[config.mk]
export PLATFORM = sky130hd
export DESIGN_NAME = bw_mult
export DESIGN_NICKNAME = d
export VERILOG_FILES = /design/src/rtl/bw_mult_pkg.sv /design/src/rtl/bw_pp_gen.sv /design/src/rtl/csa53_row.sv /design/src/rtl/csa32_row.sv /design/src/rtl/bw_mult.sv
export SDC_FILE = /design/constraint.sdc
export NUM_CORES = 1
export LEC_CHECK = 0
export CAP_MARGIN = 20
export CORE_ASPECT_RATIO = 1.1
export CORE_MARGIN = 4
export CORE_UTILIZATION = 52
export CTS_CLUSTER_DIAMETER = 150
export DETAILED_ROUTE_END_ITERATION = 8
export GPL_ROUTABILITY_DRIVEN = 0
export GPL_TIMING_DRIVEN = 0
export PLACE_DENSITY = 0.75
export REMOVE_ABC_BUFFERS = 1
export SYNTH_ARGS = -nofsm -noshare
export SYNTH_HDL_FRONTEND = slang
export SYNTH_SLANG_ARGS = --single-unit
[constraint.sdc]
create_clock -name clk -period 1.3 [get_ports clk]
set_clock_uncertainty 0.1 [all_clocks]
set_input_delay 0.26 -clock clk [delete_from_list [all_inputs] [get_ports clk]]
set_output_delay 0.26 -clock clk [all_outputs]
set_load 0.1 [all_outputs]
[src/rtl/bw_mult_pkg.sv]
package bw_mult_pkg;

  // rows left after one reduction level: each 5 -> 3, a 3 or 4 tail -> 2 or 3
  function automatic int rows_after(input int r);
    int q;
    int m;
    q = r / 5;
    m = r % 5;
    return 3 * q + ((m >= 3) ? (m - 1) : m);
  endfunction

  function automatic int rows_at(input int n, input int lvl);
    int r;
    r = n + 1;
    for (int k = 0; k < lvl; k++) r = rows_after(r);
    return r;
  endfunction

  function automatic int stage_count(input int n);
    int r;
    int s;
    r = n + 1;
    s = 0;
    while (r > 2) begin
      r = rows_after(r);
      s++;
    end
    return s;
  endfunction

  // one bit of the population count of five equal-weight bits
  function automatic logic pick5(input logic [4:0] v, input int idx);
    logic [2:0] c;
    c = 3'(v[0]) + 3'(v[1]) + 3'(v[2]) + 3'(v[3]) + 3'(v[4]);
    return c[idx];
  endfunction

  function automatic logic maj3(input logic x, input logic y, input logic z);
    return (x & y) | (x & z) | (y & z);
  endfunction

endpackage

[src/rtl/bw_pp_gen.sv]
module bw_pp_gen #(
  parameter int N = 8,
  localparam int W = 2 * N
) (
  input  logic [N-1:0] a,
  input  logic [N-1:0] b,
  output logic [W-1:0] rows [0:N]
);
  always_comb begin
    for (int i = 0; i < N; i++) begin
      rows[i] = '0;
      for (int j = 0; j < N; j++) begin
        // complement the row MSB in rows 0..N-2, and all but the MSB in the last row
        rows[i][i+j] = (a[j] & b[i]) ^ ((j == N - 1) != (i == N - 1));
      end
    end
    rows[N] = '0;
    rows[N][N] = 1'b1;
    rows[N][W-1] = 1'b1;
  end
endmodule

[src/rtl/csa53_row.sv]
module csa53_row #(
  parameter int W = 16
) (
  input  logic [W-1:0] x0,
  input  logic [W-1:0] x1,
  input  logic [W-1:0] x2,
  input  logic [W-1:0] x3,
  input  logic [W-1:0] x4,
  output logic [W-1:0] s0,
  output logic [W-1:0] s1,
  output logic [W-1:0] s2
);
  import bw_mult_pkg::*;

  for (genvar k = 0; k < W; k++) begin : g_bit
    assign s0[k] = pick5({x4[k], x3[k], x2[k], x1[k], x0[k]}, 0);
    if (k >= 1) begin : g_w2
      assign s1[k] = pick5({x4[k-1], x3[k-1], x2[k-1], x1[k-1], x0[k-1]}, 1);
    end else begin : g_w2z
      assign s1[k] = 1'b0;
    end
    if (k >= 2) begin : g_w4
      assign s2[k] = pick5({x4[k-2], x3[k-2], x2[k-2], x1[k-2], x0[k-2]}, 2);
    end else begin : g_w4z
      assign s2[k] = 1'b0;
    end
  end
endmodule

[src/rtl/csa32_row.sv]
module csa32_row #(
  parameter int W = 16
) (
  input  logic [W-1:0] x0,
  input  logic [W-1:0] x1,
  input  logic [W-1:0] x2,
  output logic [W-1:0] s,
  output logic [W-1:0] c
);
  import bw_mult_pkg::*;

  assign s = x0 ^ x1 ^ x2;
  for (genvar k = 0; k < W; k++) begin : g_bit
    if (k >= 1) begin : g_cy
      assign c[k] = maj3(x0[k-1], x1[k-1], x2[k-1]);
    end else begin : g_cz
      assign c[k] = 1'b0;
    end
  end
endmodule

[src/rtl/bw_mult.sv]
module bw_mult #(
  parameter int N = 8,
  parameter bit REG_OUT = 1'b1,
  localparam int W = 2 * N
) (
  input  logic         clk,
  input  logic         rst_n,
  input  logic         in_valid,
  output logic         in_ready,
  input  logic [N-1:0] a,
  input  logic [N-1:0] b,
  output logic         out_valid,
  input  logic         out_ready,
  output logic [W-1:0] prod
);
  import bw_mult_pkg::*;

  localparam int MAXR = N + 1;
  localparam int STG  = stage_count(N);

  logic [W-1:0] pp_rows [0:N];
  logic [W-1:0] lvl [0:STG][0:MAXR-1];
  logic [W-1:0] sum_w;

  bw_pp_gen #(.N(N)) u_pp (.a(a), .b(b), .rows(pp_rows));

  for (genvar r = 0; r < MAXR; r++) begin : g_l0
    assign lvl[0][r] = pp_rows[r];
  end

  for (genvar s = 0; s < STG; s++) begin : g_stage
    localparam int RI = rows_at(N, s);
    localparam int RO = rows_at(N, s + 1);
    localparam int Q  = RI / 5;
    localparam int M  = RI % 5;

    for (genvar g = 0; g < Q; g++) begin : g_c53
      csa53_row #(.W(W)) u_c53 (
        .x0(lvl[s][5*g]),   .x1(lvl[s][5*g+1]), .x2(lvl[s][5*g+2]),
        .x3(lvl[s][5*g+3]), .x4(lvl[s][5*g+4]),
        .s0(lvl[s+1][3*g]), .s1(lvl[s+1][3*g+1]), .s2(lvl[s+1][3*g+2])
      );
    end

    if (M >= 3) begin : g_tail_fa
      csa32_row #(.W(W)) u_c32 (
        .x0(lvl[s][5*Q]), .x1(lvl[s][5*Q+1]), .x2(lvl[s][5*Q+2]),
        .s(lvl[s+1][3*Q]), .c(lvl[s+1][3*Q+1])
      );
      if (M == 4) begin : g_pass4
        assign lvl[s+1][3*Q+2] = lvl[s][5*Q+3];
      end
    end else begin : g_tail_pass
      for (genvar t = 0; t < M; t++) begin : g_pass
        assign lvl[s+1][3*Q+t] = lvl[s][5*Q+t];
      end
    end

    for (genvar r = RO; r < MAXR; r++) begin : g_zero
      assign lvl[s+1][r] = '0;
    end
  end

  // final carry-propagate addition, truncated to 2N bits
  assign sum_w = lvl[STG][0] + lvl[STG][1];

  if (REG_OUT) begin : g_reg
    logic         vld_q;
    logic [W-1:0] prod_q;

    always_ff @(posedge clk or negedge rst_n) begin
      if (!rst_n) begin
        vld_q  <= 1'b0;
        prod_q <= '0;
      end else if (in_valid && in_ready) begin
        vld_q  <= 1'b1;
        prod_q <= sum_w;
      end else if (out_ready) begin
        vld_q  <= 1'b0;
      end
    end

    assign in_ready  = !vld_q || out_ready;
    assign out_valid = vld_q;
    assign prod      = prod_q;
  end else begin : g_comb
    assign in_ready  = out_ready;
    assign out_valid = in_valid;
    assign prod      = sum_w;
  end
endmodule

==> results of run 1 <==
layer usage:
layer	share of wire, %	routed length [µm]	GRT usage (%)	vias to the layer above
met1	41	2760	23.8	1181
li1	-	-	-	1161
met4	1.1	73	5.53	0
met3	3.5	237	2.24	10
met2	55	3680	37.2	56
met5	0	0	0	-
sequential cells by signal, indices dropped and copies added, names as in the netlist:
name	cells
out_valid	1
prod	16
critical path: cells and delay by family:
kind / cells / cell delay [ns]
AOI/OAI and AO/OA: 4 / 0.51
buffers and inverters: 5 / 0.29
adders and majority gates: 11 / 3.79
muxes: 1 / 0.21
and+or+nand+nor: 1 / 0.15
area by class of cell:
type | instances | area share [%]
multi-input combinational | 251 | 68.9
tap | 77 | 2.45
sequential | 17 | 10.8
clock buffer | 3 | 1.05
inverter | 67 | 6.39
timing repair buffer | 45 | 10.3
clock inverter | 1 | 0.127
synth_stat cells, types with 3 or more instances:
| cell | instances | area (µm²) |
|---|---|---|
| a21oi_1 | 9 | 45.0 |
| and2_1 | 31 | 194 |
| clkbuf_1 | 3 | 11.3 |
| dfrtp_1 | 17 | 425 |
| fa_1 | 39 | 781 |
| ha_1 | 62 | 776 |
| inv_1 | 67 | 251 |
| nand2_1 | 62 | 233 |
| nand2b_1 | 3 | 18.8 |
| nand3_1 | 3 | 15.0 |
| nor2_1 | 5 | 18.8 |
| o211ai_1 | 3 | 22.5 |
| o21ai_0 | 7 | 35.0 |
| xor2_1 | 4 | 35.0 |
worst paths after layout:
kind	startpoint	end	slack (ns)
min reg2reg	prod[3]	prod[3]	0.39
max reg2reg	out_valid	prod[12]	-0.24
min	b[0]	prod[0]	0.18
max	b[1]	prod[13]	-3.91
max in group asynchronous	rst_n	prod[9]	0.29
min in group asynchronous	rst_n	prod[8]	0.35
what timing repair did:
item,in CTS,in global routing
endpoints found under the setup margin,34,18
resized for setup,229,24
buffers inserted,6,2
pin swaps,36,36
kinds of logic (layout without fill, tap and decap cells):
family / after synthesis / after routing
simple gates: 114 / 114
fa+ha+maj: 101 / 101
buf+inv: 72 / 116
xor+xnor: 6 / 6
mux: 1 / 1
compound gates: 29 / 29
flops: 17 / 17
through the flow:
stage                     hold WS (ns)  worst slack, ns
after detailed placement         0.369            -5.07
final                            0.183            -3.91
after floorplan                 -0.136            -4.17
after global routing             0.214            -4.10
after global placement           0.357            -5.03
after CTS                        0.222            -3.91
power by group:
part / switching (mW) / total (mW) / internal, mW
sequential: 0.117 / 0.863 / 0.746
clock: 0.175 / 0.387 / 0.212
combinational: 4.89 / 8.43 / 3.54
==> reports/results.txt, run 1 <==
The flow ran to the end, but the final reports show violations. The checks that failed: setup timing. Leaving out fill and tap cells, the most frequent cells in the layout are 61 x nand2_1, 54 x inv_1, 36 x ha_1. The floorplan step defined a die boundary enclosing 7180 µm². The cell area that synthesis handed to floorplanning was 3060 µm². The first global-routing pass estimated 11300 µm of wire. Summing the areas of all xor and xnor instances in the mapped netlist gives 1.72% of the synthesized area.

The number of antenna diodes in the final layout is 0. The async set-reset flop share out of synthesis is 100%. In the final routed layout, each cell accounts on average for 14.6 µm. The actual transition at the worst max-transition pin is 0.730 ns, and the simple-gate area share of the yosys netlist is 17.9%. The worst stage delay on the critical path was 0.56 ns; the worst slew margin relative to its limit was 51.2%. After detailed placement, the design holds a cell count of 449. After detailed routing, the number of remaining DRC violations is 0. After synthesis, flip-flops and latches occupy 13.9% of the total area. Number of synthesis warnings: 0. Across the whole layout, storage elements account for 425 µm². The wire length after detailed routing is 6750 µm.

For the worst setup path, the data required time is 1.32 ns. For this run, the share of the core covered by cells in the final layout is 68.6%. The detailed router placed 2408 vias in this run. The final worst-path cycle share is 401%. For the aggregate global routing overflow, the log shows 0. The tools report the initial antenna violation count as 0. STA classifies the critical path endpoint as a register. Combinational family with the most area after synthesis: adder cells. Measured in cells, the most critical reg-to-reg path has a length of 4. Counting flops with a built-in enable in the synthesized netlist gives 0. The clock-pin slew on the worst setup and hold paths was 0.07 ns. The clock period minus worst slack works out to 5.21 ns. After routing, the total negative slack on setup checks comes to -40.56 ns. The logs give 3490 µm² for the area after detailed placement and 0 for the number of nets with antenna violations after detailed routing.

The area of the core came out at 5730 µm². Setup violations remaining at the end of the flow were counted as 16. Setup repair after global routing could not meet its margin everywhere. In this run the worst path has a maximum fanout of 6. The run gives 465 as the number of filler cells placed in the layout. The die width was 81.1 µm; the leakage power was 1.96 nW. In this run the core area contains 29 standard-cell rows. The initial standard-cell utilization of the core was 53.4%; the post-route cell area was 3940 µm². The worst setup slack after layout was -3.91 ns. The highest clock rate is 192 MHz, and the mux cell area share after synthesis is 0.327%.

Leaving out fill and tap cells, the most frequent cell in the layout is nand2_1. Summing the areas of all compound-gate instances in the mapped netlist gives 6.01% of the synthesized area. The final-report hold violation count is 0. Synthesis inferred 17 register bits. In this run the power density over the cells is 2460 nW/µm². The quantity of I/O buffers inserted on ports works out to 37.

The run gives 506 as the number of nets in the finished design. The critical setup path kind is input port to register. Of the total synthesized cell area, the portion taken by full adders, half adders and majority gates is 50.9%. The later pin in the worst-skew pair is clocked with a latency of 0.25 ns.

The first detailed-routing pass ran for 4 iterations. Data on the critical path arrives at its endpoint at 5.23 ns. The area used by multi-input combinational logic came out at 2710 µm². The signal on the critical path passes through buf_8 -> and2_4 -> ha_4 -> inv_2 -> fa_1 -> inv_1 -> ha_2 -> fa_1 -> ha_1 -> inv_2 -> fa_1 -> inv_1 -> ha_2 -> fa_1 -> fa_1 -> ha_4 -> ha_4 -> o211ai_1 -> a21oi_2 -> o211ai_1 -> mux2i_1 -> o311ai_1. Entering global routing, the biggest net connects 29 pins.

The via count of the first global-routing pass is 2612. The chip height is 88.5 µm. Along the worst hold path, the cell count comes to 3.

TritonCTS built the clock tree. Dividing the detail-routed via count by the number of cells gives 5.22. Counting the buffers created by CTS gives 3. Most frequently used flop master after synthesis: dfrtp_1.

The worst supply voltage drop on vdd is 0.00330 V. The share of layout cells above drive strength 1 was 26.0%; the number of buffers between clock root and the deepest sink was 2. Non-filler instance count after layout: 461. The deepest level of the CTS H-tree is 1. The run gives 0 as the final count of pins violating max slew. The tools report the number of top-level design ports as 38. The cell count after synthesis came out at 340. Counting stages on the worst path, the most repeated cell is fa_1.

The average instance in the mapped netlist occupies 9.00 µm². The number of hold buffers added after CTS was 0. The class of the most critical hold timing path was input port to register. The run gives 9.68 mW as the post-route total power. The largest individual stage delay along the critical path comes from the cell fa_1. For this block, the initial DRC count from the detailed router was 94. The HPWL after detailed placement is 4930 µm, and the clock sink total is 17. The tree is rooted in a clkbuf_8. Global routing used 19.8% of the available tracks. Area growth from synthesis to layout: 28.6%. After synthesis, the netlist uses 33 different library cells. The type of origin of the critical path was an input port.

For the number of max-cap violations, the log shows 0.
Power figures use the tool's default switching activity.
==> inputs of run 2 (changes only) <==
- CORE_UTILIZATION: 52 -> 28
- PLACE_DENSITY: 0.75 -> 0.45
==> reports/results.txt, run 2 (synthesis results as in run 1) <==
Clock tree synthesis found a total of 17 sinks. The cell depth of the worst hold path was 3; the number of top-level design ports was 38. Counting the fill cells in the layout gives 1113. After global routing the overflow that remains totals 0. For the pin with the worst max-slew slack, the measured transition is 0.760 ns.

The finished cells cover 4030 µm². The run gives 11.3% as the overall routing resource usage. The initial utilization of the core area, before any placement, comes to 29.0%. The areal power density over the cells was 2460 nW/µm². Entering global routing, the biggest net connects 29 pins. The quantity of I/O buffers inserted on ports was 37; the total number of placement rows was 39. The later pin in the worst-skew pair is clocked with a latency of 0.25 ns.

Commonest non-fill, non-tap cell in the layout: nand2_1. Summed over all nets, the half-perimeter wirelength after detailed placement is 5500 µm. The number of nets in the finished design was 505; the cell depth of the worst flop-to-flop path was 4. TritonCTS built the clock tree. Data arrives at the worst endpoint at 5.20 ns. The wire length after detailed routing was 6580 µm; the leakage power was 1.97 nW.

In this run the register-to-register setup slack is -0.22 ns. The share of layout cells above drive strength 1 was 25.3%; the per-cell via count in the routed design was 4.37. The run gives 0 as the post-route DRC violation count. After detailed routing, the average wire length per cell comes to 12.5 µm.

The die width works out to 108 µm. Setup violations remaining at the end of the flow were counted as 16. The logs give 1 for the deepest level of the CTS H-tree and 193 MHz for the highest clock rate.

The area growth from synthesis to layout is 31.7%. Area after detailed placement: 3580 µm². The tools report the number of buffers between clock root and the deepest sink as 2. The required arrival time at the worst endpoint came out at 1.32 ns. The clock period minus worst slack is 5.19 ns. For the final-report hold violation count, the log shows 0. Worst setup slack after layout: -3.89 ns. Type of origin of the critical path: an input port. The endpoint of the most critical register-to-register path was prod[12].

Setup repair after global routing could not meet its margin everywhere. The run gives 2513 as the via count of the first global-routing pass. The area of the core is 10500 µm². The run finished, with violations left. In this run the worst path has a maximum fanout of 4.

On the worst path, the slowest cell contributes a delay of 0.51 ns. Final count of pins violating max slew: 0. The slowest stage of the critical path belongs to the cell fa_1. The tools report the endpoint class of the critical path as a register. For the number of DRC markers after the initial detailed-route iteration, the log shows 35. Timing analysis after detailed placement gives a worst setup slack of -5.03 ns. The register with the most flip-flops in the layout has 16 of them.

The number of max-cap violations is 0. The final reports fail on setup timing. Startpoint of the lowest-slack hold path: b[0]. 0 antenna diodes ended up in the layout.

Once detail routing completed, the nets flagged for antenna violations numbered 0. The full die area is 12700 µm², and the worst slew margin relative to its limit is 49.1%. The run gives 12000 µm as the wire length of the first global-routing pass. The master cell of the clock root buffer is clkbuf_16. The tools report the source of the worst register-to-register timing path as out_valid. Clock-pin slew was measured on the worst setup and hold paths at 0.05 ns.

The number of buffers created by CTS came out at 3. The most frequent cell on the critical path is fa_1. The min-delay analysis places its worst path in the category input port to register. The die is 118 µm tall. Summing over every cut layer, the via total after detailed routing is 2299. Before antenna repair, the detailed router went through 4 iterations. The final worst-path cycle share was 399%. Total power for the finished layout comes to 9.92 mW. The path with the worst hold slack has its endpoint at prod[0]. In the layout the commonest cells are 61 x nand2_1, 54 x inv_1, 39 x ha_1. Traced cell by cell, the critical path runs through buf_12 -> and2_4 -> ha_4 -> inv_2 -> fa_1 -> inv_1 -> ha_2 -> fa_1 -> ha_1 -> inv_2 -> fa_1 -> inv_2 -> ha_4 -> fa_1 -> fa_1 -> ha_4 -> ha_4 -> o211ai_1 -> a21oi_2 -> o211ai_1 -> mux2i_1 -> o311ai_1. The worst-case IR drop observed on VDD is 0.00215 V. The tools report the initial antenna violation count as 0. Critical setup path kind: input port to register.
run 2: changes by cell type in the layout (fill, tap and decap cells not counted), moves of 2 or more:
cell,delta
ha_4,-2
ha_1,+3
clkbuf_8,-3
xor2_2,+2
xor2_1,-2
clkbuf_16,+3
run 2: per-stage QoR:
step | hold WS, ns | TNS, ns | utilization, % | std cells
3_5_place_dp | 0.364 | -67.46 | 33.9 | 515
5_1_grt | 0.225 | -42.55 | 38.2 | 526
2_1_floorplan | -0.136 | -46.67 | - | 335
4_1_cts | 0.194 | -40.66 | 36.5 | 522
6_report | 0.199 | -40.54 | 38.2 | 526
3_3_place_gp | 0.356 | -67.52 | 33.9 | 515
run 2: final cells by class:
class / instances / area, µm² / share of cell area, %
repair buffers: 44 / 398 / 9.87
inverters: 67 / 251 / 6.24
flip-flops and latches: 17 / 425 / 10.6
clock buffers: 3 / 75.1 / 1.86
multi-input cells: 251 / 2700 / 66.9
well taps: 143 / 179 / 4.44
clock inverters: 1 / 5.00 / 0.124
run 2: how the worst max path moves through the flow:
stage / start / to / slack, ns / cells past startpoint
after floorplan: a[6] / prod[12] / -4.17 / 20
after global placement: a[6] / prod[13] / -5.04 / 22
after detailed placement: a[7] / prod[13] / -5.03 / 22
after CTS: b[1] / prod[13] / -3.88 / 22
after global routing: b[1] / prod[13] / -4.08 / 22
final: b[1] / prod[13] / -3.89 / 22
run 2: routing by layer:
layer | up-vias | GRT usage [%] | part of all wire [%]
met5 | - | 0 | 0
li1 | 1153 | - | -
met2 | 33 | 18.5 | 47
met3 | 2 | 1.32 | 3.3
met4 | 0 | 2.45 | 0.58
met1 | 1111 | 15.8 | 49
run 2: critical path, delay by kind of cell:
family                   cells  cell delay (ns)
multiplexers                 1             0.21
buffers and inverters        5             0.27
AO/OA/AOI/OAI                4             0.53
AND/OR/NAND/NOR              1             0.15
adder cells (fa/ha/maj)     11             3.78
run 2: timing repair:
| action | in CTS | in global routing |
|---|---|---|
| hold buffers | 0 | 0 |
| endpoints found under the setup margin | 34 | 17 |
| pin swaps | 37 | 10 |
| gates resized for setup | 225 | 29 |
| buffers inserted | 3 | 4 |
run 2: power by group:
group / internal (mW) / switching (mW) / leakage [nW]
combinational: 3.53 / 4.90 / 1.72
sequential: 0.747 / 0.112 / 0.207
clock: 0.412 / 0.212 / 0.0409
total: 4.69 / 5.23 / 1.97
==> inputs of run 3 (changes only) <==
- MAX_ROUTING_LAYER: default -> met4
==> reports/results.txt, run 3 (synthesis results as in run 1) <==
The tools report the clock latency reported for the late side of the worst-skew pair as 0.25 ns. STA puts the critical path data arrival time at 5.20 ns. The chip height is 118 µm. The maximum fanout along the worst path came out at 4. The commonest non-fill, non-tap cell in the layout was nand2_1.

At the worst endpoint, the required time is 1.32 ns. The type of origin of the critical path is an input port. Class of the most critical hold timing path: input port to register.

For the via count of the first global-routing pass, the log shows 2523. Worst supply voltage drop on vdd: 0.00216 V. STA classifies the critical path endpoint as a register.

Slowest stage cell on the critical path: fa_1. Detailed placement ended at an HPWL of 5500 µm. The first TritonRoute pass finished after 4 iterations. Leakage power: 1.97 nW. The full die area was 12700 µm². The first global-routing pass estimated 12000 µm of wire. The number of nets in the finished design is 505, and the areal power density over the cells is 2450 nW/µm². 38 I/O pins were placed.

After clock tree synthesis, the flow added hold-fix buffers numbering 0. Measured against its own limit, the worst slew margin works out to 49.2%. 0 antenna diodes ended up in the layout.

The total area inside the core boundary comes to 10500 µm². The final-report hold violation count is 0, and the number of flip-flops in the largest register is 16. Summed over all nets, the switching power comes to 5.22 mW.

The area growth from synthesis to layout works out to 31.7%. The tool flagged a number of max-cap violations equal to 0. Once the floorplan was initialized, standard cells occupied 29.0% of the core. Setup violations remaining at the end of the flow were counted as 16. Worst setup slack after layout: -3.89 ns. CTS saw 17 sinks. The per-cell via count in the routed design was 4.36.

The kind of cell with the highest combined delay along the critical path is adder cells. The die width came out at 108 µm. Hold timing on the final database bottoms out at a slack of 0.200 ns.

The final worst-path cycle share is 399%. The run finished, with violations left. In the layout the commonest cells are 61 x nand2_1, 54 x inv_1, 39 x ha_1. The post-route total power came out at 9.89 mW. Total number of placement rows: 39. The run gives 85.0% as the combinational fraction of design power. In this design, the stage delay of the slowest critical-path cell is 0.51 ns. Setup repair after global routing could not meet its margin everywhere. For the overall routing resource usage, the log shows 11.6%.

The tree is rooted in a clkbuf_16. The via total after detailed routing is 2294. The critical path goes through buf_12 -> and2_4 -> ha_4 -> inv_2 -> fa_1 -> inv_1 -> ha_2 -> fa_1 -> ha_1 -> inv_2 -> fa_1 -> inv_2 -> ha_4 -> fa_1 -> fa_1 -> ha_4 -> ha_4 -> o211ai_1 -> a21oi_2 -> o211ai_1 -> mux2i_1 -> o311ai_1. Net switching is 52.7% of the power. At the pin with the least slew margin, the transition time is 0.759 ns. For the number of buffers created by CTS, the log shows 3. Input and output buffers added on the ports amount to 37. Post-route DRC violation count: 0. For this run, the top clock speed supported by timing is 193 MHz.

TritonCTS built the clock tree. Of the total power, the clock network draws 6.3%. Cells with a size suffix above 1 make up 25.3% of the layout.

The checks that failed: setup timing. Summed over all layers, the global routing overflow is 0. The routed design has 6570 µm of wire. The non-filler instance count after layout is 526, and the total buffers and inverters traversed by the critical path is 5. The deepest level of the CTS H-tree is 1. The run gives 0 as the initial antenna violation count. The most frequent cell on the critical path is fa_1. After detailed placement, the design holds a cell count of 515. The run gives 0 as the number of nets with antenna violations after detailed routing.

Entering global routing, the biggest net connects 29 pins. The run gives 4.67 mW as the internal power consumption. The critical setup path kind is input port to register. In this run, the number of DRC markers left after iteration 0 of detailed routing was 45. Counting along the longest clock path gives a buffer depth of 2. The routed length per instance was 12.5 µm; the clock-pin slew on the worst setup and hold paths was 0.05 ns. The share of power burned in registers was 8.7%; the clock period minus worst slack was 5.19 ns.

The final count of pins violating max slew was 0.
==> run 3: cell counts in the layout (fill, tap and decap cells not counted) <==
No cell type changed its count.
==> run 3: power groups by stage <==
stage          combinational [mW]  clock [mW]  sequential, mW
2_1_floorplan                3.53           0            2.31
3_3_place_gp                 6.45           0           0.863
3_5_place_dp                 6.43           0           0.860
4_1_cts                      7.86       0.652           0.860
5_1_grt                      9.36       0.665           0.895
6_report                     8.41       0.625           0.858
==> run 3: metrics by stage <==
step	TNS, ns	cell area (µm²)	worst slack (ns)	util, %
global route	-42.56	4030	-4.08	38.2
floorplan	-46.67	3030	-4.17	-
CTS	-40.66	3850	-3.88	36.5
detailed placement	-67.46	3580	-5.03	33.9
finish	-40.54	4030	-3.89	38.2
global placement	-67.52	3580	-5.04	33.9
==> run 3: path summary, 6_finish.rpt <==
check	slack, ns	end	startpoint	depth (start not counted)
worst max-delay path	-3.89	prod[13]	b[1]	22
worst min-delay path	0.20	prod[0]	b[0]	3
worst max register to register	-0.22	prod[12]	out_valid	4
worst min register to register	0.37	prod[0]	prod[0]	2
max in group asynchronous	0.26	prod[10]	rst_n	1
min in group asynchronous	0.36	prod[13]	rst_n	1
==> run 3: final cells by class <==
type                       instances  area [µm²]
clock buffer                       3        75.1
inverter                          67         251
clock inverter                     1        5.00
sequential                        17         425
tap                              143         179
fill                            1113        6510
multi-input combinational        251        2700
timing repair buffer              44         398
==> run 3: layer usage <==
metal | track usage, % | vias to the layer above | wire length (µm)
li1 | - | 1152 | -
met1 | 16.1 | 1113 | 3290
met2 | 18.6 | 27 | 3090
met3 | 0.823 | 2 | 152
met4 | 2.45 | 0 | 38
met5 | - | - | 0
==> run 3: tightest hold or removal path: cells and delay by family <==
family	cells	cell delay, ns
AND/OR/NAND/NOR	2	0.13
buffers and inverters	1	0.12
==> run 3: repair_timing <==
item	in CTS	in global routing
cloned	0	0
endpoints found under the setup margin	34	17
resized for setup	225	29
pin swaps	37	17
setup buffers	3	4
